## src/rtl/otp_pkg.sv

```systemverilog
package otp_pkg;
    typedef enum logic [2:0] {
        S_IDLE,
        S_READ,
        S_BURN,
        S_RELAX,
        S_SETTLE,
        S_RELOAD
    } otp_state_t;

    localparam logic [2:0]  RA_CTRL = 3'd0;
    localparam logic [2:0]  RA_SET  = 3'd1;
    localparam logic [2:0]  RA_CLR  = 3'd2;
    localparam logic [2:0]  RA_TIM  = 3'd3;
    localparam logic [2:0]  RA_DATA = 3'd4;

    localparam int          BIT_BUSY   = 8;
    localparam int          BIT_ERR    = 9;
    localparam int          BIT_RELOAD = 10;

    localparam logic [15:0] ARM_KEY      = 16'h3E77;
    localparam logic [31:0] TIMING_RESET = 32'h0002_100A;
endpackage

```

## src/rtl/otp_cycle_timer.sv

```systemverilog
module otp_cycle_timer #(
    parameter int TW = 16
) (
    input  logic          clk,
    input  logic          rst_n,
    input  logic          load,
    input  logic [TW-1:0] len,
    output logic          done
);
    logic [TW-1:0] cnt;

    always_ff @(posedge clk or negedge rst_n) begin
        if (!rst_n)
            cnt <= '0;
        else if (load)
            cnt <= (len == '0) ? '0 : len - 1'b1;
        else if (cnt != '0)
            cnt <= cnt - 1'b1;
    end

    assign done = (cnt == '0);
endmodule

```

## src/rtl/otp_data_shifter.sv

```systemverilog
module otp_data_shifter #(
    parameter int DW = 32
) (
    input  logic          clk,
    input  logic          rst_n,
    input  logic          load,
    input  logic [DW-1:0] load_val,
    input  logic          mask,
    input  logic [DW-1:0] mask_val,
    input  logic          shift,
    output logic [DW-1:0] q
);
    always_ff @(posedge clk or negedge rst_n) begin
        if (!rst_n)
            q <= '0;
        else if (load)
            q <= load_val;
        else if (mask)
            q <= q & ~mask_val;
        else if (shift)
            q <= {1'b0, q[DW-1:1]};
    end
endmodule

```

## src/rtl/otp_prog_ctrl.sv

```systemverilog
module otp_prog_ctrl
    import otp_pkg::*;
#(
    parameter int NWORDS     = 32,
    parameter int SETTLE_CYC = 200
) (
    input  logic              clk,
    input  logic              rst_n,
    input  logic              bus_wr,
    input  logic [2:0]        bus_addr,
    input  logic [31:0]       bus_wdata,
    output logic [31:0]       bus_rdata,
    input  logic [NWORDS-1:0] lock_mask,
    output logic [7:0]        fuse_addr,
    output logic [4:0]        fuse_bit_pos,
    output logic              fuse_bit,
    output logic              fuse_prog,
    output logic              fuse_rd,
    input  logic [31:0]       fuse_rdata
);
    localparam int LW = (NWORDS > 1) ? $clog2(NWORDS) : 1;
    localparam int SW = $clog2(SETTLE_CYC + 1);
    localparam int TW = (SW > 12) ? SW : 12;

    otp_state_t state, state_nx;

    logic [7:0]  ctrl_addr, op_addr;
    logic [15:0] ctrl_key;
    logic        ctrl_err, ctrl_reload;
    logic [11:0] tim_sp;
    logic [3:0]  tim_relax;
    logic [5:0]  tim_sr;
    logic [4:0]  bit_cnt;
    logic [31:0] data_q;

    logic          busy, settling, armed, locked;
    logic          wr_ctrl, wr_set, wr_clr, wr_tim, wr_data;
    logic          req_prog, start_burn, lock_err, data_load;
    logic          tmr_load, tmr_done, do_mask, do_shift, reload_done;
    logic [TW-1:0] tmr_len;

    assign wr_ctrl = bus_wr && (bus_addr == RA_CTRL);
    assign wr_set  = bus_wr && (bus_addr == RA_SET);
    assign wr_clr  = bus_wr && (bus_addr == RA_CLR);
    assign wr_tim  = bus_wr && (bus_addr == RA_TIM);
    assign wr_data = bus_wr && (bus_addr == RA_DATA);

    assign busy       = (state == S_READ) || (state == S_BURN) ||
                        (state == S_RELAX) || (state == S_RELOAD);
    assign settling   = (state == S_SETTLE);
    assign armed      = (ctrl_key == ARM_KEY);
    assign locked     = (int'(ctrl_addr) >= NWORDS) || lock_mask[ctrl_addr[LW-1:0]];
    assign data_load  = wr_data && (state == S_IDLE) && !ctrl_err;
    assign req_prog   = data_load && armed;
    assign start_burn = req_prog && !locked;
    assign lock_err   = req_prog && locked;

    // State register
    always_ff @(posedge clk or negedge rst_n) begin
        if (!rst_n) state <= S_IDLE;
        else        state <= state_nx;
    end

    // Next state and sequencing controls
    always_comb begin
        state_nx    = state;
        tmr_load    = 1'b0;
        tmr_len     = '0;
        do_mask     = 1'b0;
        do_shift    = 1'b0;
        reload_done = 1'b0;
        unique case (state)
            S_IDLE: begin
                if (start_burn) begin
                    state_nx = S_READ;
                    tmr_load = 1'b1;
                    tmr_len  = TW'(tim_sr);
                end else if (ctrl_reload) begin
                    state_nx = S_RELOAD;
                    tmr_load = 1'b1;
                    tmr_len  = TW'(tim_sr);
                end
            end
            S_READ: if (tmr_done) begin
                state_nx = S_BURN;
                do_mask  = 1'b1;
                tmr_load = 1'b1;
                tmr_len  = TW'(tim_sp);
            end
            S_BURN: if (tmr_done) begin
                state_nx = S_RELAX;
                tmr_load = 1'b1;
                tmr_len  = TW'(tim_relax) + 1'b1;
            end
            S_RELAX: if (tmr_done) begin
                do_shift = 1'b1;
                tmr_load = 1'b1;
                if (bit_cnt == 5'd31) begin
                    state_nx = S_SETTLE;
                    tmr_len  = TW'(SETTLE_CYC);
                end else begin
                    state_nx = S_BURN;
                    tmr_len  = TW'(tim_sp);
                end
            end
            S_SETTLE: if (tmr_done) state_nx = S_IDLE;
            S_RELOAD: if (tmr_done) begin
                state_nx    = S_IDLE;
                reload_done = 1'b1;
            end
            default: state_nx = S_IDLE;
        endcase
    end

    // Fuse-side outputs
    always_comb begin
        fuse_rd      = (state == S_READ) || (state == S_RELOAD);
        fuse_prog    = (state == S_BURN) && data_q[0];
        fuse_bit     = ((state == S_BURN) || (state == S_RELAX)) && data_q[0];
        fuse_addr    = op_addr;
        fuse_bit_pos = bit_cnt;
    end

    // Control and timing registers
    always_ff @(posedge clk or negedge rst_n) begin
        if (!rst_n) begin
            ctrl_addr   <= '0;
            ctrl_key    <= '0;
            ctrl_err    <= 1'b0;
            ctrl_reload <= 1'b0;
            tim_sp      <= TIMING_RESET[11:0];
            tim_relax   <= TIMING_RESET[15:12];
            tim_sr      <= TIMING_RESET[21:16];
            op_addr     <= '0;
            bit_cnt     <= '0;
        end else begin
            if (wr_ctrl) begin
                ctrl_addr <= bus_wdata[7:0];
                ctrl_key  <= bus_wdata[31:16];
                if (bus_wdata[BIT_RELOAD] && !ctrl_err && !busy) ctrl_reload <= 1'b1;
            end
            if (wr_set) begin
                ctrl_addr <= ctrl_addr | bus_wdata[7:0];
                ctrl_key  <= ctrl_key | bus_wdata[31:16];
                if (bus_wdata[BIT_ERR]) ctrl_err <= 1'b1;
                if (bus_wdata[BIT_RELOAD] && !ctrl_err && !busy) ctrl_reload <= 1'b1;
            end
            if (wr_clr) begin
                ctrl_addr <= ctrl_addr & ~bus_wdata[7:0];
                ctrl_key  <= ctrl_key & ~bus_wdata[31:16];
                if (bus_wdata[BIT_ERR]) ctrl_err <= 1'b0;
            end
            if (wr_tim && !busy) begin
                tim_sp    <= bus_wdata[11:0];
                tim_relax <= bus_wdata[15:12];
                tim_sr    <= bus_wdata[21:16];
            end
            if (req_prog)    ctrl_key    <= '0;
            if (lock_err)    ctrl_err    <= 1'b1;
            if (reload_done) ctrl_reload <= 1'b0;
            if (start_burn) begin
                op_addr <= ctrl_addr;
                bit_cnt <= '0;
            end else if (do_shift) begin
                bit_cnt <= bit_cnt + 1'b1;
            end
        end
    end

    otp_cycle_timer #(.TW(TW)) u_timer (
        .clk   (clk),
        .rst_n (rst_n),
        .load  (tmr_load),
        .len   (tmr_len),
        .done  (tmr_done)
    );

    otp_data_shifter #(.DW(32)) u_shift (
        .clk      (clk),
        .rst_n    (rst_n),
        .load     (data_load),
        .load_val (bus_wdata),
        .mask     (do_mask),
        .mask_val (fuse_rdata),
        .shift    (do_shift),
        .q        (data_q)
    );

    // Register read mux
    always_comb begin
        unique case (bus_addr)
            RA_CTRL, RA_SET, RA_CLR:
                bus_rdata = {ctrl_key, 5'd0, ctrl_reload, ctrl_err, busy, ctrl_addr};
            RA_TIM:  bus_rdata = {10'd0, tim_sr, tim_relax, tim_sp};
            RA_DATA: bus_rdata = data_q;
            default: bus_rdata = '0;
        endcase
    end

    logic unused_settle;
    assign unused_settle = settling;
endmodule

```

## config.mk

```make
export PLATFORM = sky130hd
export DESIGN_NAME = otp_prog_ctrl
export DESIGN_NICKNAME = d
export VERILOG_FILES = /design/src/rtl/otp_pkg.sv /design/src/rtl/otp_cycle_timer.sv /design/src/rtl/otp_data_shifter.sv /design/src/rtl/otp_prog_ctrl.sv
export SDC_FILE = /design/constraint.sdc
export NUM_CORES = 1
export LEC_CHECK = 0
export BUFFER_PORTS_ARGS = -buffer_cell sky130_fd_sc_hd__buf_4
export CORE_ASPECT_RATIO = 0.75
export CORE_MARGIN = 1.5
export CORE_UTILIZATION = 34
export DETAILED_ROUTE_END_ITERATION = 8
export PLACE_DENSITY_LB_ADDON = 0.3
export SLEW_MARGIN = 20
export SYNTH_ARGS = -nofsm -noshare
export SYNTH_HDL_FRONTEND = slang
export SYNTH_SLANG_ARGS = --single-unit
```

## constraint.sdc

```tcl
create_clock -name clk -period 8.9 [get_ports clk]
set_clock_uncertainty 0.2 [all_clocks]
set_input_delay 0.445 -clock clk [delete_from_list [all_inputs] [get_ports clk]]
set_output_delay 0.445 -clock clk [all_outputs]
set_load 0.02 [all_outputs]
```

==> results of run 1 <==
[through the flow]
step,total power [W],cells
6_report,0.00115,1157
4_1_cts,0.00116,1157
5_1_grt,0.00120,1157
3_5_place_dp,0.000756,1140
2_1_floorplan,0.000656,786
3_3_place_gp,0.000754,1140
[worst register-to-register path, stage by stage (launching register included)]
cell	delay, ns
dfrtp_1	0.58
nor3_4	0.45
nand4_1	0.17
nor2_1	0.82
nand2_1	0.24
o21ai_0	0.61
a21oi_1	0.25
ha_1	0.25
o2111ai_1	0.10
or4b_4	0.17
nand2_2	0.18
o32ai_1	0.33
[state kept, by name (all words and copies together) (netlist names), 3 cells and up]
| name | flops |
|---|---|
| tim_sr | 6 |
| fuse_addr | 8 |
| tim_sp | 12 |
| u_shift.q | 32 |
| tim_relax | 4 |
| state | 3 |
| fuse_bit_pos | 5 |
| u_timer.cnt | 12 |
| ctrl_key | 16 |
| ctrl_addr | 8 |
[layout make-up]
| type | count | area (µm²) |
|---|---|---|
| fillers | 1912 | 11200 |
| clock buffers | 11 | 243 |
| multi-input cells | 583 | 3830 |
| flip-flops and latches | 108 | 2710 |
| inverters | 39 | 146 |
| repair buffers | 158 | 1190 |
| clock inverters | 5 | 43.8 |
| well taps | 253 | 317 |
[cell families after synthesis]
group	after synthesis	synth area share
compound gates	258	0.250
xor+xnor	16	0.0202
fa+ha+maj	7	0.0126
buf+inv	95	0.0567
flops	108	0.391
mux	61	0.0977
simple gates	241	0.172
[power groups by stage]
| stage | clock, W | sequential, W | combinational (W) |
|---|---|---|---|
| floorplan | 0 | 0.000533 | 0.000123 |
| global placement | 0 | 0.000552 | 0.000201 |
| detailed placement | 0 | 0.000553 | 0.000202 |
| CTS | 0.000410 | 0.000544 | 0.000204 |
| global route | 0.000429 | 0.000548 | 0.000220 |
| finish | 0.000399 | 0.000544 | 0.000203 |
[final timing paths]
path / to / depth (start not counted) / startpoint / slack [ns]
worst max-delay path: u_timer.cnt[7]$_DFFE_PN0P_ / 11 / state[2]$_DFFE_PN0P_ / 4.46
worst min-delay path: tim_relax[3]$_DFFE_PN0P_ / 2 / bus_wdata[15] / 0.12
worst max register to register: u_timer.cnt[7]$_DFFE_PN0P_ / 11 / state[2]$_DFFE_PN0P_ / 4.46
worst min register to register: fuse_addr[5]$_DFFE_PN0P_ / 1 / fuse_addr[5]$_DFFE_PN0P_ / 0.31
max in group asynchronous: u_shift.q[0]$_DFFE_PN0P_ / 3 / rst_n / 6.82
min in group asynchronous: u_shift.q[12]$_DFFE_PN0P_ / 2 / rst_n / 0.43
[cell usage in the layout (no fill, tap or decap), types with 5 or more instances in the layout]
master / netlist / final
nand2_1: 117 / 117
mux2_2: 33 / 33
a22o_1: 29 / 29
o21ai_0: 119 / 119
buf_4: 1 / 157
mux2i_1: 26 / 26
a22oi_1: 12 / 12
a21oi_1: 16 / 16
nor3_1: 10 / 10
xnor2_1: 8 / 8
o311ai_0: 31 / 31
dfrtp_1: 104 / 104
nand3_1: 12 / 12
nor2_1: 41 / 41
or3_1: 8 / 7
ha_1: 7 / 7
nand4_1: 5 / 5
clkbuf_16: 0 / 9
nor2b_1: 7 / 7
inv_1: 39 / 39
o22ai_1: 13 / 13
xor2_1: 8 / 8
nand2b_1: 8 / 8
[routing by layer]
layer	up-vias	routed length (µm)
met2	261	8750
met5	-	0
met1	3114	11100
li1	3100	-
met3	24	1780
met4	0	278
==> impl_metrics.yaml, run 1 <==
status:
  status: "finished clean"
route:
  ant_nets: 0
  wl_per_cell_um: 18.9
  avgViaCountPerCell: 5.62
  first_iter_violations: 710
  wl_um: 21900
  num_vias: 6499
  route.detailed.drc: 0
  dr.pass1.iters: 5
clock_tree:
  cts_buffer_depth: 2
  cts_setup_buffers: 0
  clk_pin_slew_worst_paths_ns: 0.08
  ctsResizeCount: 0
  cts-root-buf: "clkbuf_16"
  hold_buffers: 1
  htreeDepth: 3
  cts.sinks: 108
  cts_tree: "built"
  clk_latency_ns: 0.37
  cts_buffers: 9
layout:
  design_area_um2: 8480
  final_nets: 1008
  fin_util: 0.432
  drive_gt1_frac: 0.254
  syn_to_final_growth_pct: 22.5
  num_antenna_cells: 0
synthesis:
  synthTopCellsByArea: "dfrtp_1, o21ai_0, nand2_1"
  synth_edf_count: 0
  synth_top_area_cell: "dfrtp_1"
  yosysUniqueCellTypes: 78
  synth_seq_cells: 108
  synth_nets: 895
  synth_commonest_cells: "o21ai_0, nand2_1, dfrtp_1"
  synth_warnings: 0
  synth_ff_type: "dfrtp_1"
  syn_area_um2: 6930
  synth_area_per_cell_um2: 8.81
  synth_top_area_share: 0.376
  yosysSeqAreaShare: 0.391
  yosysMostFrequentCell: "o21ai_0"
  synthCells: 786
  async_flop_share: 1.00
global_routing:
  grt_overflow: 0
  grt_pass1_vias: 6203
  grt_pass1_wl_um: 35100
  grt_max_degree: 66
  track_usage: 0.211
  antenna_found_initial: 0
  grtUsageMet2: 0.301
  grt_use_met3: 0.0552
  met1_usage: 0.315
  top_usage_layer: "met1"
pwr:
  sw_frac_of_total: 0.289
  power_frac_comb: 0.177
  p_seq_frac: 0.474
  pwr_density_cell_nw_per_um2: 135
  switching_power_w: 0.000331
  p_int_w: 0.000815
  power.leakage_nw: 4.26
  power_frac_clock: 0.349
  ir_drop_mv: 0.0693
setup_path:
  cp_top_family: "simple AND/OR/NAND/NOR gates"
  setup.worst_path.start_class: "flop"
  end_kind: "flop"
  cp.arrival_ns: 4.51
  path_buf_inv: 0
  crit_fanout: 16
  crit_slowest_cell: "nor2_1"
  slowest_delay_ns: 0.82
  cp.required_ns: 8.97
  path_class: "reg2reg"
  path_cells: "nor3_4, nand4_1, nor2_1, nand2_1, o21ai_0, a21oi_1, ha_1, o2111ai_1, or4b_4, nand2_2, o32ai_1"
timing:
  max_freq_mhz: 225
  setup_viol: 0
  setup_tns_ns: 0
  max_slew.worst_pin.slew_ns: 1.10
  hold_viol: 0
  setup_ws_ns: 4.46
  max-slew-margin-rel: 0.258
  slew_viol_final: 0
  min_period_ns: 4.44
  rsz0062_at_grt: "false"
  hold_ws_ns: 0.118
  period_share: 0.499
run:
  drv_cap: 0
placed_design:
  numPortBuffers: 149
  gp_congestion: 0.913
  pre_cts_ws_ns: 4.53
  placed_cell_area_um2: 8180
  dp_hpwl_um: 16100
floorplanning:
  die_y_um: 127
  dieArea_um2: 21200
  ios: 150
  core_um2: 19700
  die_w_um: 168
  num_rows: 44
  start_util: 0.352
worst_hold_path:
  min_path_type: "in2reg"
(Power assumes the default switching activity.)
==> inputs of run 2 (changes only) <==
==> constraint.sdc (replaced) <==
create_clock -name clk -period 4.02 [get_ports clk]
set_clock_uncertainty 0.2 [all_clocks]
set_input_delay 0.201 -clock clk [delete_from_list [all_inputs] [get_ports clk]]
set_output_delay 0.201 -clock clk [all_outputs]
set_load 0.02 [all_outputs]
==> run 2 against run 1 <==
  * Sequential power up 120%
  * Clock power up 130%
  * Register-to-register slack worse by 4.2 ns
  * Global-route usage up 0.80 points
  * Total power up 130%
  * Largest power group unchanged
==> impl_metrics.yaml, run 2 (synthesis gave the netlist of run 1 again) <==
timing:
  max-slew-margin-rel: 0.316
  setup_viol: 0
  hold_viol: 0
  setup_ws_ns: 0.285
  setup_tns_ns: 0
  period_share: 0.929
  slew_viol_final: 0
  max_freq_mhz: 268
  max_slew.worst_pin.slew_ns: 1.03
  min_period_ns: 3.74
  rsz0062_at_grt: "false"
clock_tree:
  cts_tree: "built"
  cts_setup_buffers: 0
  clk_latency_ns: 0.36
  cts_buffers: 9
  cts.sinks: 108
  cts-root-buf: "clkbuf_16"
  htreeDepth: 3
  cts_buffer_depth: 2
  clk_pin_slew_worst_paths_ns: 0.07
setup_path:
  slowest_delay_ns: 0.49
  setup.worst_path.start_class: "flop"
  cp.required_ns: 4.05
  crit_fanout: 17
  cp.arrival_ns: 3.77
  crit_slowest_cell: "mux4_2"
  end_kind: "flop"
  path_class: "reg2reg"
  path_cells: "buf_6, mux2i_1, mux4_2, o32a_1, nand2_1, o21ai_0, buf_4, a21oi_1, ha_1, nand4_1, or4_1, a31oi_1, o22ai_1"
floorplanning:
  die_y_um: 127
  die_w_um: 168
  ios: 150
  dieArea_um2: 21200
  start_util: 0.352
  core_um2: 19700
  num_rows: 44
route:
  wl_um: 22700
  wl_per_cell_um: 18.8
  num_vias: 6672
  avgViaCountPerCell: 5.54
  route.detailed.drc: 0
  dr.pass1.iters: 5
  first_iter_violations: 534
  ant_nets: 0
layout:
  drive_gt1_frac: 0.256
  top_register: "u_shift.q"
  largestRegisters: "u_shift.q: 32 flops, ctrl_key: 16 flops"
  fillers: 1925
  largest_reg_flops: 32
  regArea_um2: 2710
  syn_to_final_growth_pct: 29.4
  final_nets: 1056
  num_antenna_cells: 0
  multi_input_area_um2: 3830
  layout_commonest_cell: "buf_4"
  final_cell_mix: "buf_4, o21ai_0, nand2_1"
  stdcell_count: 1205
global_routing:
  antenna_found_initial: 0
  grt_pass1_wl_um: 36500
  track_usage: 0.219
  grt_max_degree: 66
  grt_pass1_vias: 6403
  grt_overflow: 0
pwr:
  power.leakage_nw: 4.48
  pwr_density_cell_nw_per_um2: 292
  power_frac_clock: 0.356
  power_frac_comb: 0.188
  ir_drop_mv: 0.171
  switching_power_w: 0.000727
  sw_frac_of_total: 0.278
  p_int_w: 0.00188
  p_seq_frac: 0.456
worst_hold_path:
  min_path_type: "in2reg"
placed_design:
  numPortBuffers: 149
  pre_cts_ws_ns: 0.297
  dp_hpwl_um: 16700
  gp_congestion: 0.942
  placed_cells: 1153
status:
  status: "finished clean"
run:
  drv_cap: 0
==> run 2: cell types whose count changed in the layout (fill, tap and decap cells not counted), moves of 2 or more <==
cell / delta
dlygate4sd3_1: +35
buf_4: +11
clkinv_2: +3
inv_6: -2
==> run 2: timing repair <==
item / in CTS / in global routing
hold buffers: 36 / 0
endpoints found under the setup margin: 0 / 1
endpoints found under the hold margin: 117 / 0
resized for setup: 0 / 1
==> run 2: stage by stage <==
stage	utilization	hold WS [ns]	cell area [µm²]	power [W]
finish	0.456	0.0102	8960	0.00261
global route	0.456	0.0420	8960	0.00273
CTS	0.456	0.00202	8950	0.00264
detailed placement	0.422	0.0892	8290	0.00168
global placement	0.422	0.0842	8290	0.00167
floorplan	-	-0.295	6930	0.00145
==> run 2: critical path: cells and delay by family (launching register included) <==
| family | cells | cell delay [ns] |
|---|---|---|
| AO/OA/AOI/OAI | 5 | 0.93 |
| flip-flops | 1 | 0.41 |
| AND/OR/NAND/NOR | 3 | 0.83 |
| adder cells (fa/ha/maj) | 1 | 0.28 |
| multiplexers | 2 | 0.63 |
| buffers and inverters | 2 | 0.34 |
==> run 2: power groups by stage <==
stage	sequential (W)	combinational, W	clock, W
6_report	0.00119	0.000492	0.000929
5_1_grt	0.00120	0.000536	0.000995
4_1_cts	0.00119	0.000494	0.000955
3_5_place_dp	0.00121	0.000464	0
3_3_place_gp	0.00121	0.000460	0
2_1_floorplan	0.00118	0.000271	0
==> run 2: path summary, 6_finish.rpt <==
| check | slack, ns | end | cells past startpoint | from |
|---|---|---|---|---|
| min | 0.01 | u_shift.q[26]$_DFFE_PN0P_ | 4 | fuse_rdata[26] |
| max | 0.28 | u_timer.cnt[10]$_DFFE_PN0P_ | 13 | ctrl_addr[0]$_DFFE_PN0P_ |
| min reg2reg | 0.30 | fuse_addr[7]$_DFFE_PN0P_ | 1 | fuse_addr[7]$_DFFE_PN0P_ |
| max in group asynchronous | 2.61 | tim_sr[1]$_DFFE_PN1P_ | 3 | rst_n |
| max reg2reg | 0.28 | u_timer.cnt[10]$_DFFE_PN0P_ | 13 | ctrl_addr[0]$_DFFE_PN0P_ |
| min in group asynchronous | 0.21 | u_timer.cnt[1]$_DFFE_PN0P_ | 2 | rst_n |
==> run 2: metal layers <==
metal	track usage	part of all wire	vias up
met4	0.0546	0.012	0
met3	0.0509	0.083	18
li1	-	-	3190
met5	0	0	-
met1	0.326	0.49	3202
met2	0.318	0.41	262
==> run 2: area by class of cell <==
class / count / area share
timing repair buffer: 206 / 0.184
clock inverter: 6 / 0.00698
tap: 253 / 0.0353
sequential: 108 / 0.302
clock buffer: 10 / 0.0267
multi-input combinational: 583 / 0.428
inverter: 39 / 0.0163
==> inputs of run 3 (changes only) <==
--- a/config.mk
+++ b/config.mk
@@ -10,6 +10,7 @@
 export CORE_MARGIN = 1.5
 export CORE_UTILIZATION = 34
 export DETAILED_ROUTE_END_ITERATION = 8
+export HOLD_SLACK_MARGIN = 0.05
 export PLACE_DENSITY_LB_ADDON = 0.3
 export SLEW_MARGIN = 20
 export SYNTH_ARGS = -nofsm -noshare
==> run 3 against run 2 <==
  * Maximum frequency is essentially flat
  * Sequential share of layout area shrank 0.95 points
  * Clock power grew 0.5%
  * Combinational power grew 5.1%
  * Design area grew 3.2%
  * Via count grew 2.9%
  * Flip-flop and latch count is the same
  * Routed wire length grew 2.2%
  * Count of clock-buffer cells in the layout is the same
  * Die area is the same
==> impl_metrics.yaml, run 3 (synthesis gave the netlist of run 1 again) <==
setup_path:
  crit_fanout: 17
  slowest_delay_ns: 0.49
  cp.arrival_ns: 3.77
  path_cells: "buf_6, mux2i_1, mux4_2, o32a_1, nand2_1, o21ai_0, buf_4, a21oi_1, ha_1, nand4_1, or4_1, a31oi_1, o22ai_1"
  setup.worst_path.start_class: "flop"
  path_class: "reg2reg"
  cp_top_family: "compound AO/OA/AOI/OAI gates"
  end_kind: "flop"
  cp.required_ns: 4.05
  crit_slowest_cell: "mux4_2"
  path_buf_inv: 2
run:
  drv_cap: 0
placed_design:
  numPortBuffers: 149
  gp_congestion: 0.942
  placed_cell_area_um2: 8290
  dp_hpwl_um: 16700
route:
  wl_per_cell_um: 18.8
  dr.pass1.iters: 5
  ant_nets: 0
  route.detailed.drc: 0
  wl_um: 23100
  avgViaCountPerCell: 5.56
  first_iter_violations: 522
  num_vias: 6867
timing:
  period_share: 0.929
  hold_viol: 0
  max_freq_mhz: 268
  max-slew-margin-rel: 0.309
  slew_viol_final: 0
  rsz0062_at_grt: "false"
  setup_tns_ns: 0
  max_slew.worst_pin.slew_ns: 1.04
  min_period_ns: 3.74
  setup_viol: 0
clock_tree:
  htreeDepth: 3
  cts_tree: "built"
  cts_buffer_depth: 2
  cts.sinks: 108
  clk_latency_ns: 0.36
  cts_setup_buffers: 0
  clk_pin_slew_worst_paths_ns: 0.07
  cts-root-buf: "clkbuf_16"
  cts_buffers: 9
pwr:
  pwr_density_cell_nw_per_um2: 286
  ir_drop_mv: 0.173
  power.leakage_nw: 4.61
worst_hold_path:
  min_path_type: "in2reg"
floorplanning:
  start_util: 0.352
  core_um2: 19700
  die_w_um: 168
  die_y_um: 127
  ios: 150
  dieArea_um2: 21200
  num_rows: 44
layout:
  fillers: 1885
  final_cell_mix: "buf_4, o21ai_0, nand2_1"
  layout_commonest_cell: "buf_4"
  syn_to_final_growth_pct: 33.6
  top_register: "u_shift.q"
  design_area_um2: 9250
  largestRegisters: "u_shift.q: 32 flops, ctrl_key: 16 flops"
  final_nets: 1085
  num_antenna_cells: 0
  drive_gt1_frac: 0.249
  largest_reg_flops: 32
global_routing:
  grt_pass1_wl_um: 37100
  antenna_found_initial: 0
  track_usage: 0.223
  grt_overflow: 0
  grt_max_degree: 66
  grt_pass1_vias: 6542
status:
  status: "finished clean"
[run 3: repair_timing]
action / in CTS / in global routing
hold buffers: 65 / 0
endpoints found under the setup margin: 0 / 1
gates resized for setup: 0 / 1
endpoints found under the hold margin: 124 / 0
[run 3: tightest hold or removal path, stage by stage]
cell and delay, ns:
buf_4 0.08, o311ai_0 0.13, o21ai_0 0.10, o21ai_0 0.08
[run 3: layout make-up]
type	instances	area [µm²]	area share
multi-input cells	583	3830	0.415
flip-flops and latches	108	2710	0.293
repair buffers	235	1940	0.210
well taps	253	317	0.0342
clock buffers	10	239	0.0258
inverters	39	146	0.0158
clock inverters	6	62.6	0.00676
[run 3: power by group]
part	internal [W]	switching (W)	leakage, nW
clock	0.000501	0.000433	0.153
combinational	0.000269	0.000248	3.24
sequential	0.00113	0.0000583	1.21
total	0.00190	0.000739	4.61
[run 3: worst paths after layout]
| check | startpoint | end | slack (ns) | depth (start not counted) |
|---|---|---|---|---|
| max in group asynchronous | rst_n | tim_sr[1]$_DFFE_PN1P_ | 2.62 | 3 |
| setup reg to reg | ctrl_addr[0]$_DFFE_PN0P_ | u_timer.cnt[10]$_DFFE_PN0P_ | 0.28 | 13 |
| min in group asynchronous | rst_n | u_timer.cnt[8]$_DFFE_PN0P_ | 0.21 | 2 |
| hold / removal | fuse_rdata[20] | u_shift.q[20]$_DFFE_PN0P_ | 0.08 | 4 |
| hold reg to reg | fuse_addr[7]$_DFFE_PN0P_ | fuse_addr[7]$_DFFE_PN0P_ | 0.30 | 1 |
| setup / recovery | ctrl_addr[0]$_DFFE_PN0P_ | u_timer.cnt[10]$_DFFE_PN0P_ | 0.28 | 13 |
[run 3: per-layer routing]
metal,up-vias,global-route usage,part of all wire
li1,3253,-,-
met1,3310,0.330,0.49
met2,286,0.327,0.42
met3,18,0.0502,0.079
met4,0,0.0567,0.012
met5,-,0,0
[run 3: per-stage QoR]
stage	power, W	instances	hold slack [ns]	utilization	setup slack [ns]
2_1_floorplan	0.00145	786	-0.295	-	0.660
3_3_place_gp	0.00167	1153	0.0842	0.422	0.364
3_5_place_dp	0.00168	1153	0.0892	0.422	0.297
4_1_cts	0.00266	1234	0.0690	0.470	0.250
5_1_grt	0.00276	1234	0.109	0.471	0.0402
6_report	0.00264	1234	0.0815	0.471	0.285
